$ cat src/rtl/eis_pkg.sv
package eis_pkg;
  localparam int NPINS = 2;
  localparam int DATA_W = 8;
  localparam int ADDR_W = 6;

  typedef logic [1:0] sense_t;
  localparam sense_t SENSE_LOW  = 2'b00;
  localparam sense_t SENSE_ANY  = 2'b01;
  localparam sense_t SENSE_FALL = 2'b10;
  localparam sense_t SENSE_RISE = 2'b11;

  // strobes from control to datapath
  typedef struct packed {
    logic [NPINS-1:0] modeChg;  // sense code changed: clear and block set
    logic [NPINS-1:0] clrReq;   // acknowledge or write-1 clear
  } strobe_t;
endpackage

$ cat src/rtl/eis_ctrl.sv
module eis_ctrl
  import eis_pkg::*;
#(
  parameter logic [ADDR_W-1:0] CTRL_ADDR = 6'h35,
  parameter logic [ADDR_W-1:0] MASK_ADDR = 6'h3B,
  parameter logic [ADDR_W-1:0] FLAG_ADDR = 6'h3A
) (
  input  logic                 clk,
  input  logic                 rstN,
  input  logic [ADDR_W-1:0]    regAddr,
  input  logic                 regWrEn,
  input  logic [DATA_W-1:0]    regWrData,
  input  logic [NPINS-1:0]     ackIn,
  input  logic [NPINS-1:0]     pendIn,
  output logic [2*NPINS-1:0]   senseCode,
  output logic [NPINS-1:0]     maskBits,
  output strobe_t              strobe,
  output logic [DATA_W-1:0]    regRdData
);
  localparam int CODE_W  = 2 * NPINS;
  localparam int FLAG_LSB = DATA_W - NPINS;

  logic wrCtrl, wrMask, wrFlag;
  assign wrCtrl = regWrEn && (regAddr == CTRL_ADDR);
  assign wrMask = regWrEn && (regAddr == MASK_ADDR);
  assign wrFlag = regWrEn && (regAddr == FLAG_ADDR);

  always_ff @(posedge clk or negedge rstN) begin
    if (!rstN) begin
      senseCode <= '0;
      maskBits  <= '0;
    end else begin
      if (wrCtrl) senseCode <= regWrData[CODE_W-1:0];
      if (wrMask) maskBits  <= regWrData[DATA_W-1:FLAG_LSB];
    end
  end

  for (genvar i = 0; i < NPINS; i++) begin : g_strobe
    assign strobe.modeChg[i] = wrCtrl && (regWrData[2*i +: 2] != senseCode[2*i +: 2]);
    assign strobe.clrReq[i]  = ackIn[i] || (wrFlag && regWrData[FLAG_LSB+i]);
  end

  always_comb begin
    regRdData = '0;
    if (regAddr == CTRL_ADDR)      regRdData[CODE_W-1:0] = senseCode;
    else if (regAddr == MASK_ADDR) regRdData[DATA_W-1:FLAG_LSB] = maskBits;
    else if (regAddr == FLAG_ADDR) regRdData[DATA_W-1:FLAG_LSB] = pendIn;
  end
endmodule

$ cat src/rtl/eis_datapath.sv
module eis_datapath
  import eis_pkg::*;
#(
  parameter int SYNC_STAGES = 2
) (
  input  logic               clk,
  input  logic               rstN,
  input  logic [NPINS-1:0]   pinIn,
  input  logic               gie,
  input  logic [2*NPINS-1:0] senseCode,
  input  logic [NPINS-1:0]   maskBits,
  input  strobe_t            strobe,
  output logic [NPINS-1:0]   pendOut,
  output logic [NPINS-1:0]   irqOut
);
  localparam int TOP = SYNC_STAGES - 1;

  for (genvar i = 0; i < NPINS; i++) begin : g_pin
    logic [SYNC_STAGES-1:0] syncChain;
    logic prevVal, sampled, rise, fall, edgeHit, pend;
    sense_t code;

    assign code    = senseCode[2*i +: 2];
    assign sampled = syncChain[TOP];
    assign rise    = sampled && !prevVal;
    assign fall    = !sampled && prevVal;

    always_comb begin
      case (code)
        SENSE_ANY:  edgeHit = rise || fall;
        SENSE_FALL: edgeHit = fall;
        SENSE_RISE: edgeHit = rise;
        default:    edgeHit = 1'b0;
      endcase
    end

    always_ff @(posedge clk or negedge rstN) begin
      if (!rstN) begin
        syncChain <= '1;
        prevVal   <= 1'b1;
        pend      <= 1'b0;
      end else begin
        syncChain <= {syncChain[TOP-1:0], pinIn[i]};
        prevVal   <= sampled;
        if (strobe.modeChg[i])     pend <= 1'b0;
        else if (edgeHit)          pend <= 1'b1;
        else if (strobe.clrReq[i]) pend <= 1'b0;
      end
    end

    assign pendOut[i] = pend;
    assign irqOut[i]  = gie && maskBits[i] && ((code == SENSE_LOW) ? !sampled : pend);
  end
endmodule

$ cat src/rtl/ext_irq_sense.sv
module ext_irq_sense
  import eis_pkg::*;
#(
  parameter int SYNC_STAGES = 2
) (
  input  logic        clk,
  input  logic        rstN,
  input  logic [1:0]  pinIn,
  input  logic        gie,
  input  logic [1:0]  ackIn,
  input  logic [5:0]  regAddr,
  input  logic        regWrEn,
  input  logic [7:0]  regWrData,
  output logic [7:0]  regRdData,
  output logic [1:0]  irqOut
);
  logic [2*NPINS-1:0] senseCode;
  logic [NPINS-1:0]   maskBits;
  logic [NPINS-1:0]   pendBits;
  strobe_t            strobe;

  eis_ctrl u_ctrl (
    .clk(clk), .rstN(rstN), .regAddr(regAddr), .regWrEn(regWrEn),
    .regWrData(regWrData), .ackIn(ackIn), .pendIn(pendBits),
    .senseCode(senseCode), .maskBits(maskBits), .strobe(strobe),
    .regRdData(regRdData)
  );

  eis_datapath #(.SYNC_STAGES(SYNC_STAGES)) u_dp (
    .clk(clk), .rstN(rstN), .pinIn(pinIn), .gie(gie),
    .senseCode(senseCode), .maskBits(maskBits), .strobe(strobe),
    .pendOut(pendBits), .irqOut(irqOut)
  );
endmodule

$ cat config.mk
export PLATFORM = sky130hd
export DESIGN_NAME = ext_irq_sense
export DESIGN_NICKNAME = d
export VERILOG_FILES = /design/src/rtl/eis_pkg.sv /design/src/rtl/eis_ctrl.sv /design/src/rtl/eis_datapath.sv /design/src/rtl/ext_irq_sense.sv
export SDC_FILE = /design/constraint.sdc
export NUM_CORES = 1
export LEC_CHECK = 0
export BUFFER_PORTS_ARGS = -buffer_cell sky130_fd_sc_hd__buf_2
export CORE_ASPECT_RATIO = 1.2
export CORE_UTILIZATION = 53
export CTS_BUF_LIST = sky130_fd_sc_hd__clkbuf_4 sky130_fd_sc_hd__clkbuf_8
export DETAILED_ROUTE_END_ITERATION = 12
export MAX_ROUTING_LAYER = met4
export PLACE_DENSITY = 0.93
export SLEW_MARGIN = 20
export SYNTH_ARGS = -nofsm -noshare
export SYNTH_HDL_FRONTEND = slang
export SYNTH_SLANG_ARGS = --single-unit
$ cat constraint.sdc
create_clock -name clk -period 3.75 [get_ports clk]
set_clock_uncertainty 0.05 [all_clocks]
set_input_delay 0.75 -clock clk [delete_from_list [all_inputs] [get_ports clk]]
set_output_delay 0.75 -clock clk [all_outputs]
set_load 0.05 [all_outputs]
==> key figures, run 1 <==
Placement
  – Post-DP HPWL: 1.324 mm
  – Routability cong.: 0.7241
  – IO Port Bufs: 27

Global route
  – Largest net degree at the start of global routing: 15
  – GRT Total Usage: 22.99%
  – Overflow after GRT: 0
  – Initial antenna violation count: 0
  – Number of global-route vias before repair: 665
  – First-pass GRT wire length: 2.670 mm

Floorplanning
  – IO Pins: 32
  – Core footprint: 1464 um^2
  – Num rows: 15
  – Die area: 1750 um^2
  – Die H: 45.63 um
  – Starting Density: 57.44%
  – Chip width: 38.36 um

Logic synthesis
  – Warnings, synthesis: 0
  – Seq/Total Area, Yosys: 42.56%
  – Distinct cell type count after synthesis: 29
  – Mapped Avg Cell Area: 10.92 um^2
  – Synthesized instance count: 77
  – Synth Cell Area: 840.8 um^2
  – Yosys reg bits: 14

Run status
  – Status: finished, final reports clean

Drt
  – Post-route ant nets: 0
  – Routed vias: 662
  – First-pass detailed-route iteration total: 4
  – Iter 0 DRT Violations: 7
  – DRC Markers: 0
  – Drt via density: 5.382
  – WL final: 1.666 mm
  – Wire length per cell: 13.54 um

Worst setup path
  – Critical Path AT: 1.90 ns
  – Worst Reg-to-Reg Cells: 5
  – Worst reg-to-reg setup slack: 2.21 ns
  – CP endpoint kind: primary output
  – RR Startpoint: u_dp.g_pin[0].syncChain[1]$_DFF_PN1_
  – FF-to-FF End: u_dp.g_pin[0].pend$_DFFE_PN0P_
  – Crit-path max FO: 4
  – CP startpoint kind: input pin
  – Critical path class: input pin to primary output
  – Critical Path RT: 2.95 ns

Layout
  – Layout cells sized above 1: 43.40%
  – Diode count: 0
  – Nets: 134
  – Most common cell after layout, fill and taps aside: buf_2
  – Most frequent cells in the layout: buf_2, dfrtp_1, mux2_2
  – Layout area overhead: 19.94%

STA
  – Hold Vio Cnt, Final: 0
  – Post-route setup TNS: 0 ns
  – Post-route minimum period: 2.695 ns
  – Final worst path period share: 71.87%
  – RSZ-0062 raised after global routing: no
  – Max Fclk: 371.0 MHz
  – Setup Viol. Count Final: 0
  – Slew Limit Fails: 0

Pwr
  – Clock power frac: 22.8%
  – Comb pwr share: 23.4%
  – NetSw: 0.1068 mW
  – Switching part of the total power: 29.98%
  – Total Power: 0.3562 mW
  – Sequential Power Share: 53.8%
  – Pwr/cell area: 353.2 nW/um^2
  – Maximum VDD drop: 0.1943 mV
  – Internal power: 0.2494 mW
  – LEAKAGE: 0.5158 nW

Clocking
  – Hold-fix buffers, CTS: 0
  – Post_cts resized: 0
  – Clk buf depth: 2
  – CTS clk-pin slew, worst paths: 0.08 ns
  – Clock Latency Late Sink: 0.27 ns
  – TritonCTS Sinks: 14
  – Root Buffer: clkbuf_4
  – CTS Buf Count: 3
  – Post-CTS Repair Setup Buffers: 0
  – CTS tree: yes
  – H-tree Lvls: 1

Job
  – Max cap viols: 0

Min path
  – Min-Delay Path Class: input pin to async pin
## synthesized netlist by cell type
library cell  instances  share of area, %
a2bb2oi_1             2               2.1
and4bb_4              1               1.9
and3b_1               1               1.0
xor2_1                4               4.2
nand4bb_1             1               1.3
ha_1                  4               6.0
mux2i_1               2               2.4
o31ai_1               1              0.89
nand2b_1              2               1.5
buf_4                 2               1.8
a221oi_1              1               1.0
nor3b_1               2               1.8
nor2_1                6               2.7
and2_1                4               3.0
dfstp_2               6                19
nor4_2                1               1.5
o21ai_0               3               1.8
mux2_2                7               9.4
nand4_4               1               2.5
a311oi_1              1               1.0
dfrtp_1               8                24
conb_1                1              0.45
nand3_1               1              0.59
or3_1                 1              0.74
nor2b_1               3               2.2
inv_1                 5               2.2
nand2_1               4               1.8
and3_1                1              0.74
a211oi_1              1              0.89
## routing by layer
layer	part of all wire, %	wire [um]	global-route usage [%]	vias up
met5	0	0	-	-
met2	51	844	37.97	30
met4	2.8	46	17.93	0
li1	-	-	-	322
met3	6.0	100	1.961	6
met1	40	674	24.92	304
## worst max-delay path by stage
stage / slack (ns) / startpoint / end
floorplan: 1.00 / gie / irqOut[0]
global placement: 1.08 / regAddr[3] / regRdData[3]
detailed placement: 1.06 / regAddr[3] / regRdData[0]
CTS: 1.06 / regAddr[3] / regRdData[0]
global route: 0.96 / regAddr[3] / regRdData[2]
finish: 1.05 / regAddr[3] / regRdData[0]
## power groups by stage
stage                     Clock (mW)  Sequential (mW)  Combinational (mW)
after floorplan                    0            0.188              0.0583
after global placement             0            0.192              0.0784
after detailed placement           0            0.194              0.0835
after CTS                     0.0863            0.191              0.0839
after global routing          0.0921            0.195              0.0911
final                         0.0814            0.191              0.0834
## through the flow
| step | hold slack, ns | instance area [um^2] | util, % | worst slack [ns] | instances |
|---|---|---|---|---|---|
| 6_report | 0.3013 | 1008 | 68.89 | 1.055 | 123 |
| 5_1_grt | 0.3151 | 1008 | 68.89 | 0.9596 | 123 |
| 4_1_cts | 0.2990 | 1008 | 68.89 | 1.061 | 123 |
| 3_5_place_dp | 0.3013 | 985.9 | 67.35 | 1.065 | 120 |
| 3_3_place_gp | 0.2959 | 985.9 | 67.35 | 1.082 | 120 |
| 2_1_floorplan | 0.2952 | 844.6 | - | 1.001 | 78 |
## state kept, by name, indices dropped and copies added, names as in the netlist
register,count
u_dp.g_pin.syncChain,4
u_dp.g_pin.pend,2
u_ctrl.maskBits,2
u_dp.g_pin.prevVal,2
u_ctrl.senseCode,4
## cell families (layout without fill, tap and decap cells)
group / after synthesis / in the layout / synth area share (%)
other: 1 / 2 / 0.4460
AND/OR/NAND/NOR: 29 / 29 / 23.36
adder cells (fa/ha/maj): 4 / 4 / 5.953
multiplexers: 9 / 9 / 11.76
flip-flops: 14 / 14 / 42.56
buffers and inverters: 7 / 35 / 4.018
XOR/XNOR: 4 / 4 / 4.166
AO/OA/AOI/OAI: 9 / 9 / 7.739
## final cells by class
cell class / count / area [um^2]
flip-flops and latches: 14 / 357.8
repair buffers: 27 / 135.1
fillers: 114 / 455.4
well taps: 17 / 21.27
clock buffers: 3 / 22.52
multi-input cells: 57 / 452.9
inverters: 5 / 18.77
## critical path, stage by stage
cell and delay, ns:
buf_2 0.11, and4bb_4 0.35, nor2b_1 0.26, and2_1 0.17, buf_2 0.25
Note: power is estimated with default switching activity, not from simulation.
==> run 2: changes to the inputs <==
Settings changed: ABC_AREA set to 1, CORE_UTILIZATION 53 to 44, PLACE_DENSITY 0.93 to 0.84.
Clock period 3.75 ns to 2.3 ns, I/O delays scaled along.
==> run 2 against run 1 <==
Final cell count is 19% higher. Highest routed layer unchanged. Wire length hardly changed. Combinational power is 110% higher. Largest power group unchanged. Critical endpoint is now irqOut[0]. Synthesized cell count is 27% higher. Total power is 86% higher.
==> key figures, run 2 <==
Pwr
  – LEAKAGE: 0.5236 nW
  – Clock power frac: 26.4%
  – Maximum VDD drop: 0.3733 mV
  – Pwr/cell area: 668.1 nW/um^2
  – Sequential Power Share: 47.1%
  – Comb pwr share: 26.5%
  – Switching part of the total power: 33.18%
  – Internal power: 0.4429 mW
  – NetSw: 0.2199 mW

Layout
  – Most common cell after layout, fill and taps aside: buf_2
  – Most frequent cells in the layout: buf_2, nand2_1, inv_1
  – Layout area overhead: 22.57%
  – Post-Route Utilization: 59.00%
  – Layout cells sized above 1: 35.16%
  – Nets: 155
  – Diode count: 0
  – Biggest regs: u_ctrl.senseCode x4, u_dp.g_pin.syncChain x4
  – Non-filler instance count after layout: 146

Worst setup path
  – CP Cell Sequence: inv_1 > a21oi_1 > nor4_1 > buf_2
  – CP startpoint kind: flop
  – Crit-path max FO: 5
  – Worst reg-to-reg setup slack: 0.96 ns
  – FF-to-FF End: u_dp.g_pin[1].pend$_DFFE_PN0P_
  – Critical Path AT: 1.41 ns
  – Critical Path Sink: irqOut[0]
  – RR Startpoint: u_dp.g_pin[1].prevVal$_DFF_PN1_
  – CP endpoint kind: primary output
  – Crit path max-delay family: buffers and inverters
  – WP depth: 4
  – Crit-path max cell delay: 0.42 ns
  – Critical Path RT: 1.79 ns
  – CP max stage cell: dfrtp_1
  – Crit. Startpoint: u_ctrl.senseCode[0]$_DFFE_PN0P_
  – Critical path class: flop to primary output
  – Worst Reg-to-Reg Cells: 5
  – WP buf/inv: 2

Floorplanning
  – Chip width: 41.16 um
  – Core footprint: 1682 um^2
  – Starting Density: 48.14%
  – IO Pins: 32
  – Die area: 2016 um^2
  – Die H: 48.99 um
  – Num rows: 16

Placement
  – Dpl cells: 142
  – Routability cong.: 0.8305
  – Pre-CTS setup slack: 0.4129 ns
  – IO Port Bufs: 27
  – Post-DP HPWL: 1.393 mm

Logic synthesis
  – Post-synth top area cell: dfrtp_1
  – Post-synth ARST share: 100.0%
  – Distinct cell type count after synthesis: 22
  – Count leader, synth: nand2_1
  – Synth Cell Area: 809.5 um^2
  – Share of the synthesized area in the top cell type: 24.73%
  – Post-synth EDFFs: 0
  – Synth top area cells: dfrtp_1, dfstp_2, nand2_1, inv_1, ha_1
  – Seq/Total Area, Yosys: 44.20%
  – Warnings, synthesis: 0
  – Synthesized instance count: 98
  – Synth cell count leaders: nand2_1, inv_1, dfrtp_1, nor2_1, o21ai_0
  – Mapped Avg Cell Area: 8.260 um^2
  – Yosys reg bits: 14
  – Most used flip-flop cell after synthesis: dfrtp_1

STA
  – Post-route setup TNS: 0 ns
  – Max Fclk: 521.3 MHz
  – Hold Vio Cnt, Final: 0
  – Final worst path period share: 83.40%
  – Post-route setup slack: 0.3819 ns
  – RSZ-0062 raised after global routing: no
  – Post-route minimum period: 1.918 ns
  – Setup Viol. Count Final: 0
  – Slew Limit Fails: 0

Drt
  – Drt via density: 5.226
  – Routed vias: 763
  – Post-route ant nets: 0
  – WL final: 1.667 mm
  – Iter 0 DRT Violations: 10
  – DRC Markers: 0
  – First-pass detailed-route iteration total: 4
  – Wire length per cell: 11.42 um

Global route
  – Number of global-route vias before repair: 701
  – First-pass GRT wire length: 2.559 mm
  – GRT Total Usage: 19.00%
  – Initial antenna violation count: 0
  – Largest net degree at the start of global routing: 15
  – Overflow after GRT: 0

Clocking
  – Post-CTS Repair Setup Buffers: 0
  – CTS clk-pin slew, worst paths: 0.08 ns
  – CTS Buf Count: 3
  – Post_cts resized: 0
  – H-tree Lvls: 1
  – Clk buf depth: 2
  – CTS tree: yes
  – Clock Latency Late Sink: 0.28 ns
  – TritonCTS Sinks: 14
  – Hold-fix buffers, CTS: 0
  – Root Buffer: clkbuf_4

Job
  – Max cap viols: 0

Min path
  – Min-Delay Path Class: input pin to async pin

Run status
  – Status: finished, final reports clean
[run 2: cell count changes after synthesis, moves of 3 or more]
cell and delta:
nand2_1 +13, inv_1 +11, mux2_2 -7, a21oi_1 +6, and2_1 -4, o21ai_0 +4
xnor2_1 +4, xor2_1 -4, nor2b_1 -3
[run 2: logic make-up (layout without fill, tap and decap cells)]
group	count (synthesis)	count (layout)	synth area share, %
AOI/OAI and AO/OA	16	16	10.20
DFF	14	14	44.20
buffers and inverters	19	48	9.891
other	1	2	0.4632
xor gates and xnor gates	4	4	4.327
and+or+nand+nor	40	40	24.73
adders and majority gates	4	4	6.183
[run 2: final cells by class]
class / count / area [um^2]
well taps: 18 / 22.52
inverters: 17 / 65.06
fillers: 164 / 689.4
flip-flops and latches: 14 / 357.8
multi-input cells: 66 / 375.4
clock buffers: 4 / 36.28
repair buffers: 27 / 135.1
[run 2: per-stage QoR]
stage                     total power [mW]  area, um^2  hold WS, ns
after floorplan                     0.4386       813.3       0.1144
after global placement              0.4844       955.9       0.2974
after detailed placement            0.4927       955.9       0.2976
after CTS                           0.6713       992.2     0.003005
after global routing                0.7076       992.2      0.01041
final                               0.6629       992.2    0.0009283
[run 2: worst min-delay path by stage]
| stage | cells after the start | start | slack [ns] | end |
|---|---|---|---|---|
| 4_1_cts | 1 | rstN | 0.003 | u_ctrl.senseCode[0]$_DFFE_PN0P_ |
| 3_5_place_dp | 0 | u_dp.g_pin[0].syncChain[0]$_DFF_PN1_ | 0.30 | u_dp.g_pin[0].syncChain[1]$_DFF_PN1_ |
| 3_3_place_gp | 0 | u_dp.g_pin[1].syncChain[0]$_DFF_PN1_ | 0.30 | u_dp.g_pin[1].syncChain[1]$_DFF_PN1_ |
| 5_1_grt | 1 | rstN | 0.01 | u_ctrl.senseCode[0]$_DFFE_PN0P_ |
| 6_report | 1 | rstN | 0.0009 | u_ctrl.senseCode[0]$_DFFE_PN0P_ |
| 2_1_floorplan | 0 | rstN | 0.11 | u_ctrl.maskBits[0]$_DFFE_PN0P_ |
[run 2: layer usage]
layer | share of wire, % | track usage, % | up-vias
met1 | 37 | 17.77 | 360
met3 | 5.9 | 2.283 | 4
met2 | 55 | 33.07 | 31
li1 | - | - | 368
met5 | 0 | - | -
met4 | 1.4 | 11.83 | 0
[run 2: power groups by stage]
stage | clock network (mW) | logic (mW) | registers (mW)
final | 0.175 | 0.176 | 0.312
after global routing | 0.193 | 0.198 | 0.317
after CTS | 0.182 | 0.177 | 0.312
after detailed placement | 0 | 0.176 | 0.317
after global placement | 0 | 0.171 | 0.314
after floorplan | 0 | 0.128 | 0.310
==> run 3: changes to the inputs <==
Clock period 2.3 ns to 1.67 ns, I/O delays scaled along.
==> run 3 against run 2 <==
Via count is 4.7% higher. Flip-flop and latch count unchanged. Die area stayed put. Clock power grew 43%. Critical endpoint unchanged. Wire length grew 20%. Register-to-register slack got worse by 0.68 ns. Highest routed layer unchanged. Sequential share of layout area down 4.2 points. Largest power group unchanged. First-iteration DRC count increased by 20%. Setup slack got worse by 0.37 ns.
==> key figures, run 3 (same netlist as run 2, synthesis figures left out) <==
Run status
  – Status: finished, final reports clean

Pwr
  – Maximum VDD drop: 0.5823 mV
  – Pwr/cell area: 922.8 nW/um^2
  – LEAKAGE: 0.5669 nW
  – Total Power: 1.050 mW

STA
  – RSZ-0062 raised after global routing: yes
  – Hold Vio Cnt, Final: 0
  – Hold Slack: 0.09352 ns
  – Setup Viol. Count Final: 0
  – Final worst path period share: 99.22%
  – Slew Limit Fails: 0
  – Post-route setup TNS: 0 ns
  – Post-route minimum period: 1.657 ns
  – Max Fclk: 603.5 MHz

Worst setup path
  – RR Startpoint: u_dp.g_pin[1].syncChain[1]$_DFF_PN1_
  – Crit. Startpoint: u_dp.g_pin[0].syncChain[1]$_DFF_PN1_
  – Worst reg-to-reg setup slack: 0.28 ns
  – Crit-path max cell delay: 0.56 ns
  – CP max stage cell: dfstp_2
  – Critical Path AT: 1.27 ns
  – CP endpoint kind: primary output
  – Crit-path max FO: 3
  – CP Cell Sequence: inv_2 > nor3_4 > nor4_4 > buf_6
  – CP startpoint kind: flop
  – Critical path class: flop to primary output
  – Critical Path RT: 1.29 ns

Drt
  – Iter 0 DRT Violations: 12
  – DRC Markers: 0
  – Post-route ant nets: 0
  – Routed vias: 799
  – First-pass detailed-route iteration total: 4
  – Drt via density: 5.188
  – WL final: 1.997 mm
  – Wire length per cell: 12.97 um

Placement
  – Post-DP HPWL: 1.364 mm
  – Routability cong.: 0.8474
  – IO Port Bufs: 27

Floorplanning
  – Die area: 2016 um^2
  – Die H: 48.99 um
  – IO Pins: 32
  – Num rows: 16
  – Starting Density: 48.14%
  – Chip width: 41.16 um
  – Core footprint: 1682 um^2

Layout
  – Most common cell after layout, fill and taps aside: buf_2
  – Layout cells sized above 1: 49.26%
  – Multi-input logic area: 435.4 um^2
  – Most frequent cells in the layout: buf_2, nand2_1, inv_1
  – Nets: 163
  – Layout area overhead: 40.49%
  – FF+latch area: 362.8 um^2
  – Diode count: 0
  – Filler cells: 132
  – Biggest regs: u_ctrl.senseCode x4, u_dp.g_pin.syncChain x4

Min path
  – Hold Startpoint: pinIn[1]
  – Min-Delay Path Class: input pin to flop

Clocking
  – CTS clk-pin slew, worst paths: 0.08 ns
  – CTS Buf Count: 3
  – Root Buffer: clkbuf_4
  – Clock Latency Late Sink: 0.28 ns
  – CTS tree: yes
  – H-tree Lvls: 1
  – Clk buf depth: 2
  – TritonCTS Sinks: 14

Global route
  – Number of global-route vias before repair: 748
  – Overflow after GRT: 0
  – GRT Total Usage: 21.61%
  – Largest net degree at the start of global routing: 15
  – Initial antenna violation count: 0
  – First-pass GRT wire length: 2.980 mm

Job
  – Max cap viols: 0
run 3: cell count changes in the layout (fill, tap and decap cells not counted), moves of 4 or more:
cell     change
dfrtp_1      -4
buf_4        +7
inv_1        -5
inv_2        +5
buf_2        -4
dfrtp_2      +4
run 3: worst paths after layout:
kind | to | cells after the start
setup / recovery | irqOut[0] | 4
hold / removal | u_dp.g_pin[1].syncChain[0]$_DFF_PN1_ | 1
max in group asynchronous | u_dp.g_pin[1].syncChain[0]$_DFF_PN1_ | 2
setup reg to reg | u_dp.g_pin[1].pend$_DFFE_PN0P_ | 5
hold reg to reg | u_dp.g_pin[0].syncChain[1]$_DFF_PN1_ | 0
min in group asynchronous | u_dp.g_pin[0].pend$_DFFE_PN0P_ | 2
run 3: power by group:
group / leakage, nW / internal [mW] / switching [mW]
clock: 0.0210 / 0.133 / 0.118
combinational: 0.399 / 0.148 / 0.211
sequential: 0.146 / 0.397 / 0.0432
total: 0.567 / 0.678 / 0.372
run 3: through the flow:
step,worst slack [ns],std cells,utilization [%],cell area (um^2)
floorplan,-0.1452,99,-,843.3
global placement,0.1008,142,58.63,985.9
detailed placement,0.07717,142,58.63,985.9
CTS,-0.02008,154,66.89,1125
global route,-0.03415,154,67.63,1137
finish,0.01310,154,67.63,1137
run 3: layer usage:
layer  part of all wire, %  global-route usage [%]  wire length [um]  vias up
li1                      -                       -                 -      386
met1                    41                   25.59               816      379
met2                    53                   36.20              1058       28
met3                   4.4                   2.740                87        6
met4                   1.7                   6.452                34        0
met5                     0                       -                 0        -
run 3: critical path: cells and delay by family, from the launching register on:
kind          cells  cell delay (ns)
flops             1             0.56
buf+inv           2             0.21
simple gates      2             0.22
run 3: cell type report:
cell class | instances | share of cell area (%)
Inverter | 17 | 5.721
Timing Repair Buffer | 35 | 18.92
Multi-Input combinational cell | 66 | 38.28
Tap cell | 18 | 1.980
Clock buffer | 4 | 3.190
Sequential cell | 14 | 31.90
run 3: timing repair:
action                     in CTS  in global routing
buffers inserted                7                  0
hold buffers                    1                  0
pin swaps                       1                  1
gates resized for setup        17                  4
cloned                          0                  0
hold endpoints to repair        8                  0
setup endpoints to repair       2                  4
